`src/rtl/lvl_irq_pkg.sv`:
```
package lvl_irq_pkg;
  localparam int unsigned LVL_W = 3;
  typedef logic [LVL_W-1:0] lvl_t;

  localparam lvl_t LVL_TOP  = 3'd7;
  localparam lvl_t LVL_MAXM = 3'd6;
  localparam lvl_t LVL_MIN  = 3'd1;

  function automatic lvl_t clamp_maskable(input lvl_t l);
    return (l == LVL_TOP) ? LVL_MAXM : l;
  endfunction

  function automatic lvl_t enable_operand(input lvl_t l);
    return (l == 3'd0) ? LVL_MIN : l;
  endfunction
endpackage

```
`src/rtl/irq_pend_bank.sv`:
```
module irq_pend_bank #(
  parameter int unsigned N = 11
) (
  input  logic         clk,
  input  logic         rst_n,
  input  logic [N-1:0] req_i,
  input  logic [N-1:0] arm_i,
  input  logic [N-1:0] clr_i,
  output logic [N-1:0] pend_o
);
  logic [N-1:0] req_q;
  logic [N-1:0] pend_q;
  logic [N-1:0] pend_d;

  for (genvar g = 0; g < N; g++) begin : g_bit
    logic set_w;
    assign set_w     = req_i[g] & ~req_q[g] & arm_i[g];
    assign pend_d[g] = set_w | (pend_q[g] & ~clr_i[g]);

    always_ff @(posedge clk or negedge rst_n) begin
      if (!rst_n) begin
        req_q[g]  <= 1'b0;
        pend_q[g] <= 1'b0;
      end else begin
        req_q[g]  <= req_i[g];
        pend_q[g] <= pend_d[g];
      end
    end

    AST_PEND_KEPT: assert property (@(posedge clk) disable iff (!rst_n)
      pend_q[g] && !clr_i[g] |=> pend_q[g]);
  end

  assign pend_o = pend_q;
endmodule

```
`src/rtl/irq_mask_reg.sv`:
```
module irq_mask_reg
  import lvl_irq_pkg::*;
(
  input  logic clk,
  input  logic rst_n,
  input  logic en_cmd,
  input  lvl_t en_lvl,
  input  logic dis_cmd,
  output lvl_t mask_o
);
  lvl_t mask_q;
  lvl_t mask_d;
  logic mask_ce;

  always_comb begin
    mask_ce = en_cmd | dis_cmd;
    mask_d  = dis_cmd ? LVL_TOP : enable_operand(en_lvl);
  end

  always_ff @(posedge clk or negedge rst_n) begin
    if (!rst_n)       mask_q <= LVL_TOP;
    else if (mask_ce) mask_q <= mask_d;
  end

  assign mask_o = mask_q;

  AST_MASK_NONZERO: assert property (@(posedge clk) disable iff (!rst_n)
    mask_q != 3'd0);
  AST_DIS_TO_TOP: assert property (@(posedge clk) disable iff (!rst_n)
    dis_cmd |=> mask_q == 3'd7);
  AST_EN_ZERO_ONE: assert property (@(posedge clk) disable iff (!rst_n)
    en_cmd && !dis_cmd && en_lvl == 3'd0 |=> mask_q == 3'd1);
endmodule

```
`src/rtl/irq_lvl_arb.sv`:
```
module irq_lvl_arb
  import lvl_irq_pkg::*;
#(
  parameter int unsigned N     = 8,
  parameter int unsigned IDX_W = 3
) (
  input  logic             clk,
  input  logic             rst_n,
  input  logic             cfg_we,
  input  logic [IDX_W-1:0] cfg_idx,
  input  lvl_t             cfg_lvl,
  input  lvl_t             mask_i,
  input  logic [N-1:0]     pend_i,
  output logic [N-1:0]     on_o,
  output logic             hit_o,
  output logic [IDX_W-1:0] idx_o,
  output lvl_t             lvl_o
);
  lvl_t lvl_q [N];

  for (genvar g = 0; g < N; g++) begin : g_tab
    logic we_w;
    assign we_w    = cfg_we && (cfg_idx == IDX_W'(g));
    assign on_o[g] = (lvl_q[g] != 3'd0);

    always_ff @(posedge clk or negedge rst_n) begin
      if (!rst_n)    lvl_q[g] <= 3'd0;
      else if (we_w) lvl_q[g] <= clamp_maskable(cfg_lvl);
    end
  end

  always_comb begin
    hit_o = 1'b0;
    idx_o = '0;
    lvl_o = 3'd0;
    for (int i = int'(N) - 1; i >= 0; i--) begin
      if (pend_i[i] && on_o[i] && (lvl_q[i] >= mask_i) &&
          (!hit_o || lvl_q[i] >= lvl_o)) begin
        hit_o = 1'b1;
        idx_o = IDX_W'(i);
        lvl_o = lvl_q[i];
      end
    end
  end

  AST_HIT_ABOVE_MASK: assert property (@(posedge clk) disable iff (!rst_n)
    hit_o |-> (lvl_o >= mask_i) && (lvl_o != 3'd0) && (lvl_o != 3'd7));
endmodule

```
`src/rtl/lvl_irq_ctrl.sv`:
```
module lvl_irq_ctrl
  import lvl_irq_pkg::*;
#(
  parameter int unsigned N_SRC    = 8,
  parameter int unsigned VEC_W    = 8,
  parameter logic [7:0]  VEC_BASE = 8'h10,
  parameter logic [7:0]  VEC_ILL  = 8'h02,
  parameter logic [7:0]  VEC_SWI  = 8'h03,
  parameter logic [7:0]  VEC_NMI  = 8'h04,
  localparam int unsigned IDX_W   = (N_SRC > 1) ? $clog2(N_SRC) : 1
) (
  input  logic             clk,
  input  logic             rst_ni,
  input  logic [N_SRC-1:0] src_req,
  input  logic             nmi_req,
  input  logic             swi_req,
  input  logic             ill_req,
  input  logic             cfg_we,
  input  logic [IDX_W-1:0] cfg_idx,
  input  logic [2:0]       cfg_lvl,
  input  logic             mask_en,
  input  logic [2:0]       mask_en_lvl,
  input  logic             mask_dis,
  input  logic             irq_ack,
  output logic             irq_valid,
  output logic [VEC_W-1:0] irq_vector,
  output logic [2:0]       irq_level,
  output logic [2:0]       mask_level
);
  localparam int unsigned N_TOT   = N_SRC + 3;
  localparam int unsigned POS_NMI = N_SRC;
  localparam int unsigned POS_SWI = N_SRC + 1;
  localparam int unsigned POS_ILL = N_SRC + 2;

  // reset: asynchronous assert, synchronous release
  logic rst_meta_q, rst_n;
  always_ff @(posedge clk or negedge rst_ni) begin
    if (!rst_ni) begin
      rst_meta_q <= 1'b0;
      rst_n      <= 1'b0;
    end else begin
      rst_meta_q <= 1'b1;
      rst_n      <= rst_meta_q;
    end
  end

  logic [N_TOT-1:0] pend_w, clr_w, arm_w, req_w;
  logic [N_SRC-1:0] on_w;
  logic             hit_w;
  logic [IDX_W-1:0] idx_w;
  lvl_t             alvl_w, mask_w;

  assign req_w = {ill_req, swi_req, nmi_req, src_req};
  assign arm_w = {3'b111, on_w};

  irq_pend_bank #(.N(N_TOT)) u_pend (
    .clk(clk), .rst_n(rst_n), .req_i(req_w), .arm_i(arm_w),
    .clr_i(clr_w), .pend_o(pend_w)
  );

  irq_mask_reg u_mask (
    .clk(clk), .rst_n(rst_n), .en_cmd(mask_en), .en_lvl(mask_en_lvl),
    .dis_cmd(mask_dis), .mask_o(mask_w)
  );

  irq_lvl_arb #(.N(N_SRC), .IDX_W(IDX_W)) u_arb (
    .clk(clk), .rst_n(rst_n), .cfg_we(cfg_we), .cfg_idx(cfg_idx),
    .cfg_lvl(cfg_lvl), .mask_i(mask_w), .pend_i(pend_w[N_SRC-1:0]),
    .on_o(on_w), .hit_o(hit_w), .idx_o(idx_w), .lvl_o(alvl_w)
  );

  // fixed precedence: illegal trap, software trap, non-maskable, maskable
  logic             any_w;
  logic [N_TOT-1:0] sel_oh_w;
  logic [VEC_W-1:0] sel_vec_w;
  lvl_t             sel_lvl_w;

  always_comb begin
    any_w     = 1'b1;
    sel_oh_w  = '0;
    sel_vec_w = '0;
    sel_lvl_w = LVL_TOP;
    if (pend_w[POS_ILL]) begin
      sel_oh_w[POS_ILL] = 1'b1;
      sel_vec_w         = VEC_W'(VEC_ILL);
    end else if (pend_w[POS_SWI]) begin
      sel_oh_w[POS_SWI] = 1'b1;
      sel_vec_w         = VEC_W'(VEC_SWI);
    end else if (pend_w[POS_NMI]) begin
      sel_oh_w[POS_NMI] = 1'b1;
      sel_vec_w         = VEC_W'(VEC_NMI);
    end else if (hit_w) begin
      sel_oh_w[idx_w]   = 1'b1;
      sel_vec_w         = VEC_W'(VEC_BASE) + VEC_W'(idx_w);
      sel_lvl_w         = alvl_w;
    end else begin
      any_w     = 1'b0;
      sel_lvl_w = 3'd0;
    end
  end

  // presented request register
  logic             valid_q, valid_d, out_ce;
  logic [N_TOT-1:0] held_q, held_d;
  logic [VEC_W-1:0] vec_q;
  lvl_t             lvl_q;

  always_comb begin
    out_ce  = valid_q ? irq_ack : any_w;
    valid_d = !valid_q;
    held_d  = valid_q ? '0 : sel_oh_w;
    clr_w   = (valid_q && irq_ack) ? held_q : '0;
  end

  always_ff @(posedge clk or negedge rst_n) begin
    if (!rst_n) begin
      valid_q <= 1'b0;
      held_q  <= '0;
      vec_q   <= '0;
      lvl_q   <= 3'd0;
    end else if (out_ce) begin
      valid_q <= valid_d;
      held_q  <= held_d;
      vec_q   <= sel_vec_w;
      lvl_q   <= sel_lvl_w;
    end
  end

  assign irq_valid  = valid_q;
  assign irq_vector = vec_q;
  assign irq_level  = lvl_q;
  assign mask_level = mask_w;

  AST_HOLD_UNTIL_ACK: assert property (@(posedge clk) disable iff (!rst_n)
    irq_valid && !irq_ack |=> irq_valid && $stable(irq_vector) && $stable(irq_level));
  AST_ACK_DROPS: assert property (@(posedge clk) disable iff (!rst_n)
    irq_valid && irq_ack |=> !irq_valid);
  AST_NMI_TOP_LVL: assert property (@(posedge clk) disable iff (!rst_n)
    irq_valid && irq_vector == VEC_W'(VEC_NMI) |-> irq_level == 3'd7);
  AST_ONE_HELD: assert property (@(posedge clk) disable iff (!rst_n)
    irq_valid |-> $countones(held_q) == 1);
endmodule

```
`config.mk`:
```
export PLATFORM = sky130hd
export DESIGN_NAME = lvl_irq_ctrl
export DESIGN_NICKNAME = d
export VERILOG_FILES = /design/src/rtl/lvl_irq_pkg.sv /design/src/rtl/irq_pend_bank.sv /design/src/rtl/irq_mask_reg.sv /design/src/rtl/irq_lvl_arb.sv /design/src/rtl/lvl_irq_ctrl.sv
export SDC_FILE = /design/constraint.sdc
export NUM_CORES = 1
export LEC_CHECK = 0
export CORE_ASPECT_RATIO = 0.7
export CORE_UTILIZATION = 40
export DETAILED_ROUTE_END_ITERATION = 16
export DONT_BUFFER_PORTS = 1
export GPL_TIMING_DRIVEN = 0
export PLACE_DENSITY_LB_ADDON = 0.1
export RECOVER_POWER = 100
export SLEW_MARGIN = 20
export SYNTH_ARGS = -nofsm -noshare
export SYNTH_HDL_FRONTEND = slang
export SYNTH_SLANG_ARGS = --single-unit
```
`constraint.sdc`:
```
create_clock -name clk -period 2.41 [get_ports clk]
set_input_delay 0.241 -clock clk [delete_from_list [all_inputs] [get_ports clk]]
set_output_delay 0.241 -clock clk [all_outputs]
set_load 0.01 [all_outputs]
```
==> results of run 1 <==
cells in the final DEF (no fill, tap or decap), drive strengths merged, types with 7 or more instances in the layout:
cell | synthesis | routed
or3 | 10 | 10
o21ai | 29 | 29
inv | 33 | 33
nand2b | 8 | 8
a21oi | 20 | 20
a211oi | 7 | 7
nor2 | 28 | 28
and2 | 10 | 10
ha | 45 | 45
buf | 9 | 60
a32o | 11 | 11
nor3 | 7 | 7
dlygate4sd3 | 0 | 13
nor2b | 9 | 9
mux2 | 20 | 20
clkbuf | 2 | 16
dfrtp | 67 | 67
a21o | 8 | 8
nand2 | 51 | 51
state kept, by name, summed over array words and instances (netlist names):
register / cells
held_q: 11
rst_n: 1
u_arb.lvl_q: 24
irq_level: 3
u_pend.pend_o: 11
u_mask.mask_o: 3
rst_meta_q: 1
u_pend.req_q: 11
irq_valid: 1
irq_vector: 4
power groups by stage:
stage | Combinational [W] | Clock [W] | Sequential (W)
floorplan | 0.00240 | 0 | 0.00152
global placement | 0.00288 | 0 | 0.00161
detailed placement | 0.00297 | 0 | 0.00160
CTS | 0.00385 | 0.00138 | 0.00159
global route | 0.00482 | 0.00142 | 0.00162
finish | 0.00446 | 0.00135 | 0.00159
metrics by stage:
stage / util [%] / area, um2 / hold slack, ps
after floorplan: - / 4750 / -54.6
after global placement: 44.7 / 4940 / -54.5
after detailed placement: 45.0 / 4970 / -54.5
after CTS: 53.5 / 5910 / 7.67
after global routing: 55.5 / 6130 / 3.93
final: 55.5 / 6130 / 13.7
path summary, 6_finish.rpt:
path                       slack (ps)              to             start  cells past startpoint
setup / recovery                -8290    irq_level[2]  u_mask.mask_o[2]                     60
hold / removal                     10       irq_valid           irq_ack                      1
setup reg to reg                -8290    irq_level[2]  u_mask.mask_o[2]                     60
hold reg to reg                   350           rst_n        rst_meta_q                      0
max in group asynchronous         290  u_arb.lvl_q[0]             rst_n                      1
min in group asynchronous         130      rst_meta_q            rst_ni                      1
layer usage:
metal	share of wire, %	global-route usage [%]
met1	52	34.9
met2	41	31.2
met3	5.5	4.36
met4	1.8	6.40
met5	0	0
final cells by class:
type	count	share of cell area, %
Timing Repair Buffer	65	8.92
Multi-Input combinational cell	341	50.4
Clock buffer	13	4.25
Inverter	33	2.23
Buffer	11	1.59
Clock inverter	3	0.715
Tap cell	153	3.12
Sequential cell	70	28.7
cells by family (layout without fill, tap and decap cells):
logic type	Yosys count	in the layout
fa+ha+maj	45	45
buf+inv	44	125
other cells	2	5
flops	70	70
mux	20	20
simple gates	142	142
compound gates	129	129
repair_timing:
action                                 CTS  global route
endpoints found under the hold margin   15             0
pin swaps                               49            53
gates cloned                             0             0
hold buffers                            13             0
setup endpoints to repair               19            19
gates resized for setup                 45            24
buffers inserted                        34            19
==> results.json, run 1 <==
{
  "slowest_stage": "dfstp_2",
  "io_pins": 41,
  "crit_path_frequent_cell": "a21o_1",
  "cts_made_buffers": 9,
  "layoutNonFillerInstCount": 689,
  "drive_gt1_share_pct": 36.0,
  "critPathCaptureType": "register",
  "post-synth-top-area-cell": "dfrtp_1",
  "slew_headroom_pct": 9.42,
  "setup_ws_ps": -8290,
  "synth_cells": 452,
  "die_h_um": 91.4,
  "cts.clk_slew.worst_paths_ps": 60,
  "comb_power_share_pct": 60.3,
  "synth_top_family_by_area": "compound AO/OA/AOI/OAI gates",
  "nFillCells": 995,
  "fmax_mhz": 93.5,
  "coreArea_mm2": 0.0111,
  "sw_frac_of_total_pct": 40.7,
  "skew_ps": 7.13,
  "ir_worst_vdd_uv": 510,
  "yosys.area_share.adder_pct": 12.3,
  "clock_path_buffers": 2,
  "min_period_over_period_pct": 444,
  "die_area_mm2": 0.0119,
  "grt_pass1_vias": 3691,
  "diodes": 0,
  "cp.arrival_ps": 10900,
  "synth_edf_count": 0,
  "yosys.area_share.simple_pct": 16.1,
  "grt_pass1_wl_um": 20100,
  "antenna_found_initial": 0,
  "netSwitchingPower_w": 0.00302,
  "worstSetupPathType": "register to register",
  "syn_area_mm2": 0.00457,
  "worst_slew_pin_slew_ps": 1350,
  "synth.avg_cell_area_um2": 10.1,
  "die-width_um": 130,
  "vias": 3781,
  "totalWireLength_um": 12600,
  "grt_max_degree": 45,
  "cts.sinks": 70,
  "rsz0062_at_grt": "yes",
  "critical_path_peak_fanout": 7,
  "synth_seq_cells": 70,
  "failed_checks": "negative setup slack",
  "critPathTopFamily": "compound AO/OA/AOI/OAI gates",
  "nets": 602,
  "slowest_delay_ps": 610,
  "gp_congestion": 0.790,
  "yosysTopAreaCellShare_pct": 36.7,
  "synthToLayoutAreaGrowth_pct": 34.1,
  "cap_viol_max_count": 0,
  "rows": 32,
  "cts_tree": "yes",
  "internal_power_w": 0.00439,
  "fin_crit_ps": 10700,
  "drt_pre_antenna_iters": 4,
  "drc": 0,
  "synthArstFlopShare_pct": 100,
  "pwr-share-seq_pct": 21.5,
  "p_leak_nw": 2.62,
  "ant_nets": 0,
  "via_per_inst": 5.49,
  "hold_viol_final": 0,
  "power_frac_clock_pct": 18.3,
  "synth.area.mux_share_pct": 4.93,
  "final.setup.tns_ps": -118430,
  "ff_latch_area_mm2": 0.00176,
  "slew_violations": 0,
  "hpwl_um": 8830,
  "place_inst": 609,
  "io_buffers": 0,
  "netlist_top_cells_count": "dfrtp_1, nand2_1, ha_1",
  "dpl_worst_slack_ps": -9300,
  "multiInputGateArea_mm2": 0.00309,
  "initialDrtViolationCount": 255,
  "route.detailed.wl_per_inst_um": 18.3,
  "finalPower_w": 0.00740,
  "cts_root_buffer": "clkbuf_16",
  "synth_compound_area_share_pct": 23.6,
  "cp-start-kind": "register",
  "setup_violations": 19,
  "synth_xor_area_share_pct": 0,
  "synth_area_leaders": "dfrtp_1, ha_1, mux2_2",
  "critPathRequiredTime_ps": 2620,
  "hp-class": "primary input to register",
  "p_per_area_mw_per_mm2": 1210,
  "synth_seq_area_share_pct": 38.4,
  "grt_use_total_pct": 22.6,
  "critical_path_buf_inv_count": 6,
  "synth_cell_types": 66,
  "ys.flop_type": "dfrtp_1",
  "yosys_warnings": 0,
  "insertion_delay_ps": 330,
  "synth.most_common_cell": "dfrtp_1",
  "status": "complete, but fails checks",
  "initial_core_util_pct": 41.4,
  "cts-htree-levels": 3,
  "overflow": 0
}
(Power assumes the default switching activity.)
==> run 2, diff against run 1 <==
- clock period: 2.41 -> 8.95 ns (I/O delays scaled with it)
==> results.json, run 2 (same netlist as run 1, synthesis figures left out) <==
{
  "status": "complete, but fails checks",
  "failed_checks": "max-capacitance violations, max-slew violations, negative setup slack",
  "use_met2_pct": 31.0,
  "slew_headroom_pct": -67.3,
  "final_cell_mix": "dfrtp_1, buf_4, nand2_1",
  "busiest_layer": "met1",
  "overflow": 0,
  "insertion_delay_ps": 340,
  "hp-class": "primary input to async pin",
  "finalPower_w": 0.00193,
  "crit_path_frequent_cell": "ha_1",
  "initialDrtViolationCount": 285,
  "fin_crit_ps": 10320,
  "drc": 0,
  "final_common_cell": "dfrtp_1",
  "cts-htree-levels": 3,
  "met1_usage_pct": 35.0,
  "slowest_stage": "dfstp_4",
  "cp-startpoint": "u_mask.mask_o[0]",
  "via_per_inst": 5.49,
  "rows": 32,
  "utilization_pct": 52.8,
  "die-width_um": 130,
  "critical_path_peak_fanout": 7,
  "diodes": 0,
  "whs_ps": 251,
  "hpwl_um": 8780,
  "io_pins": 41,
  "hold_viol_final": 0,
  "antenna_found_initial": 0,
  "cts.clk_slew.worst_paths_ps": 60,
  "cts_tree": "yes",
  "nets": 586,
  "io_buffers": 0,
  "p_leak_nw": 2.53,
  "postCtsHoldBufs": 0,
  "setup_violations": 14,
  "worst_slew_pin_slew_ps": 2510,
  "cp-start-kind": "register",
  "die_h_um": 91.4,
  "drt_pre_antenna_iters": 4,
  "min_period_over_period_pct": 115,
  "r2r-start": "u_mask.mask_o[0]",
  "worstSetupPathType": "register to register",
  "cp.arrival_ps": 10590,
  "grt_use_total_pct": 22.7,
  "critPathRequiredTime_ps": 9220,
  "initial_core_util_pct": 41.4,
  "max_flop_register": "u_arb.lvl_q",
  "critPathCaptureType": "register",
  "route.detailed.wl_per_inst_um": 18.4,
  "die_area_mm2": 0.0119,
  "drive_gt1_share_pct": 34.2,
  "regToRegSetupSlack_ps": -1370,
  "cts.sinks": 70,
  "rsz0062_at_grt": "yes",
  "synthToLayoutAreaGrowth_pct": 27.8,
  "place_area_mm2": 0.00495,
  "ant_nets": 0,
  "clock_path_buffers": 2,
  "p_per_area_mw_per_mm2": 330,
  "crit_end": "irq_vector[1]",
  "setup_ws_ps": -1370,
  "coreArea_mm2": 0.0111,
  "grt_pass1_wl_um": 20000,
  "slowest_delay_ps": 710,
  "grt_pass1_vias": 3682,
  "use_met3_pct": 5.30,
  "slew_violations": 45,
  "grt_max_degree": 45,
  "totalWireLength_um": 12400,
  "cts_root_buffer": "clkbuf_16",
  "reg2regPathDepth": 55,
  "gp_congestion": 0.789,
  "cap_viol_max_count": 1,
  "r2r_end": "irq_vector[1]",
  "dpl_worst_slack_ps": -2690,
  "final_area_mm2": 0.00584,
  "fmax_mhz": 96.9,
  "cts_made_buffers": 9,
  "vias": 3694,
  "skew_ps": 10.0,
  "largest_reg_flops": 24,
  "ir_worst_vdd_uv": 155
}
## run 2: timing repair
action / in CTS / in global routing
buffers inserted: 41 / 9
pin swaps: 36 / 7
resized for setup: 36 / 15
endpoints found under the setup margin: 14 / 14
## run 2: final cells by class
cell class | count | area [um2]
Multi-Input combinational cell | 341 | 2990
Fill cell | 992 | 5210
Timing Repair Buffer | 51 | 397
Sequential cell | 70 | 1760
Tap cell | 153 | 191
Clock inverter | 4 | 47.5
Inverter | 33 | 134
Buffer | 9 | 75.1
Clock buffer | 12 | 246
## run 2: critical path, delay by kind of cell, from the launching register on
family,cells,cell delay [ps]
flip-flops,1,710
AND/OR/NAND/NOR,14,1420
buffers and inverters,3,430
AO/OA/AOI/OAI,30,5550
adder cells (fa/ha/maj),8,2120
## run 2: worst min path at each step
stage          startpoint          to  slack (ps)  depth (start not counted)
2_1_floorplan  rst_meta_q       rst_n         330                          0
3_3_place_gp   rst_meta_q       rst_n         340                          0
3_5_place_dp        rst_n   held_q[6]         260                          0
4_1_cts            rst_ni       rst_n         240                          0
5_1_grt            rst_ni       rst_n         230                          0
6_report           rst_ni  rst_meta_q         250                          0
## run 2: power breakdown
group          internal [W]  switching (W)
clock              0.000222       0.000134
combinational      0.000562       0.000585
sequential         0.000361      0.0000651
total               0.00114       0.000784
## run 2: stage by stage
| stage | std cells | setup TNS [ps] |
|---|---|---|
| detailed placement | 609 | -33560 |
| finish | 673 | -18030 |
| CTS | 664 | -17630 |
| global route | 673 | -24750 |
| global placement | 608 | -32820 |
| floorplan | 455 | -18110 |
## run 2: layer usage
metal / vias to the layer above / part of all wire, %
met5: - / 0
met4: 0 / 1.2
met3: 12 / 5.6
met2: 78 / 42
met1: 1820 / 52
li1: 1784 / -
==> run 3, diff against run 2 <==
- CORE_ASPECT_RATIO: 0.7 -> 1.4
- CTS_CLUSTER_SIZE: not set -> 10
==> results.json, run 3 (same netlist as run 1, synthesis figures left out) <==
{
  "slowest_stage": "dfstp_2",
  "comb_power_share_pct": 58.9,
  "ir_worst_vdd_uv": 152,
  "worst_slew_pin_slew_ps": 2410,
  "cts-htree-levels": 3,
  "grt_use_total_pct": 21.7,
  "synthToLayoutAreaGrowth_pct": 26.1,
  "skew_ps": 6.52,
  "critical_path_peak_fanout": 6,
  "slew_headroom_pct": -60.9,
  "power_frac_clock_pct": 18.9,
  "ant_nets": 0,
  "coreArea_mm2": 0.0110,
  "min_period_over_period_pct": 118,
  "hp-class": "primary input to async pin",
  "setup_ws_ps": -1570,
  "grt_pass1_wl_um": 19600,
  "cts.sinks": 70,
  "critical_path_buf_inv_count": 5,
  "largest_reg_flops": 24,
  "drt_pre_antenna_iters": 4,
  "sw_frac_of_total_pct": 39.6,
  "drive_gt1_share_pct": 32.8,
  "max_flop_register": "u_arb.lvl_q",
  "status": "complete, but fails checks",
  "initialDrtViolationCount": 146,
  "slowest_delay_ps": 590,
  "postCtsHoldBufs": 0,
  "grt_max_degree": 46,
  "failed_checks": "max-capacitance violations, max-slew violations, negative setup slack",
  "rows": 45,
  "via_per_inst": 5.45,
  "setup_violations": 14,
  "rsz0062_at_grt": "yes",
  "die_h_um": 128,
  "gp_congestion": 0.759,
  "cts_tree": "yes",
  "wl_met2_um": 6570,
  "top_layer": "met4",
  "diodes": 0,
  "grt_pass1_vias": 3820,
  "critPathRequiredTime_ps": 9160,
  "drt-met1-wl_um": 4690,
  "drc": 0,
  "worstSetupPathType": "register to register",
  "slew_violations": 46,
  "cp-start-kind": "register",
  "final_common_cell": "dfrtp_1",
  "p_per_area_mw_per_mm2": 332,
  "overflow": 0,
  "io_buffers": 0,
  "insertion_delay_ps": 330,
  "pwr-share-seq_pct": 22.2,
  "totalWireLength_um": 11900,
  "initial_core_util_pct": 41.6,
  "internal_power_w": 0.00116,
  "crit_path_frequent_cell": "ha_1",
  "vias": 3608,
  "p_leak_nw": 2.50,
  "die-width_um": 92.3,
  "netSwitchingPower_w": 0.000758,
  "utilization_pct": 52.5,
  "finalPower_w": 0.00191,
  "hold_viol_final": 0,
  "critPathCaptureType": "register",
  "final.setup.tns_ps": -20360,
  "nets": 587,
  "io_pins": 41,
  "fmax_mhz": 95.0,
  "die_area_mm2": 0.0119,
  "cts_root_buffer": "clkbuf_16",
  "clock_path_buffers": 2,
  "dr_wl_met3_um": 350,
  "critPathTopFamily": "compound AO/OA/AOI/OAI gates",
  "antenna_found_initial": 0,
  "cap_viol_max_count": 1,
  "final_cell_mix": "dfrtp_1, buf_4, nand2_1",
  "route.detailed.wl_per_inst_um": 18.0,
  "cts_made_buffers": 9,
  "cp.arrival_ps": 10740,
  "fin_crit_ps": 10520,
  "cts.clk_slew.worst_paths_ps": 60,
  "hpwl_um": 8410
}
run 3: power groups by stage:
| stage | clock network [W] | registers [W] | logic (W) |
|---|---|---|---|
| global route | 0.000381 | 0.000433 | 0.00123 |
| floorplan | 0 | 0.000410 | 0.000642 |
| finish | 0.000361 | 0.000425 | 0.00113 |
| detailed placement | 0 | 0.000431 | 0.000788 |
| CTS | 0.000371 | 0.000427 | 0.00105 |
| global placement | 0 | 0.000434 | 0.000766 |
run 3: what timing repair did:
item / in CTS / in global routing
gates resized for setup: 31 / 11
hold endpoints to repair: 0 / 0
pin swaps: 46 / 37
endpoints found under the setup margin: 14 / 14
setup buffers: 40 / 11
run 3: per-stage QoR:
step                      cells  hold WS [ps]  setup WS (ps)  area, um2
after floorplan             455           331          -1490       4730
final                       662           253          -1570       5760
after detailed placement    597           242          -2700       4940
after CTS                   652           237          -1590       5700
after global routing        662           238          -2080       5760
after global placement      596           336          -2570       4910
run 3: area by class of cell:
| cell class | instances | area [um2] |
|---|---|---|
| buffer | 9 | 73.8 |
| inverter | 33 | 134 |
| clock inverter | 1 | 30.0 |
| multi-input combinational | 341 | 2930 |
| tap | 141 | 176 |
| fill | 1010 | 5220 |
| sequential | 70 | 1760 |
| clock buffer | 15 | 268 |
| timing repair buffer | 52 | 390 |
run 3: metal layers:
metal / GRT usage, % / up-vias
met5: 0 / -
met1: 23.7 / 1743
met4: 8.55 / 0
met3: 3.72 / 23
met2: 41.1 / 59
li1: - / 1783
run 3: path summary, 6_finish.rpt:
kind	startpoint	end	slack [ps]	depth (start not counted)
min in group clk	rst_meta_q	rst_n	350	0
max in group asynchronous	rst_n	u_pend.pend_o[7]	5790	1
worst max-delay path	u_mask.mask_o[2]	irq_level[1]	-1570	57
worst min register to register	rst_meta_q	rst_n	350	0
worst min-delay path	rst_ni	rst_n	250	0
worst max register to register	u_mask.mask_o[2]	irq_level[1]	-1570	57
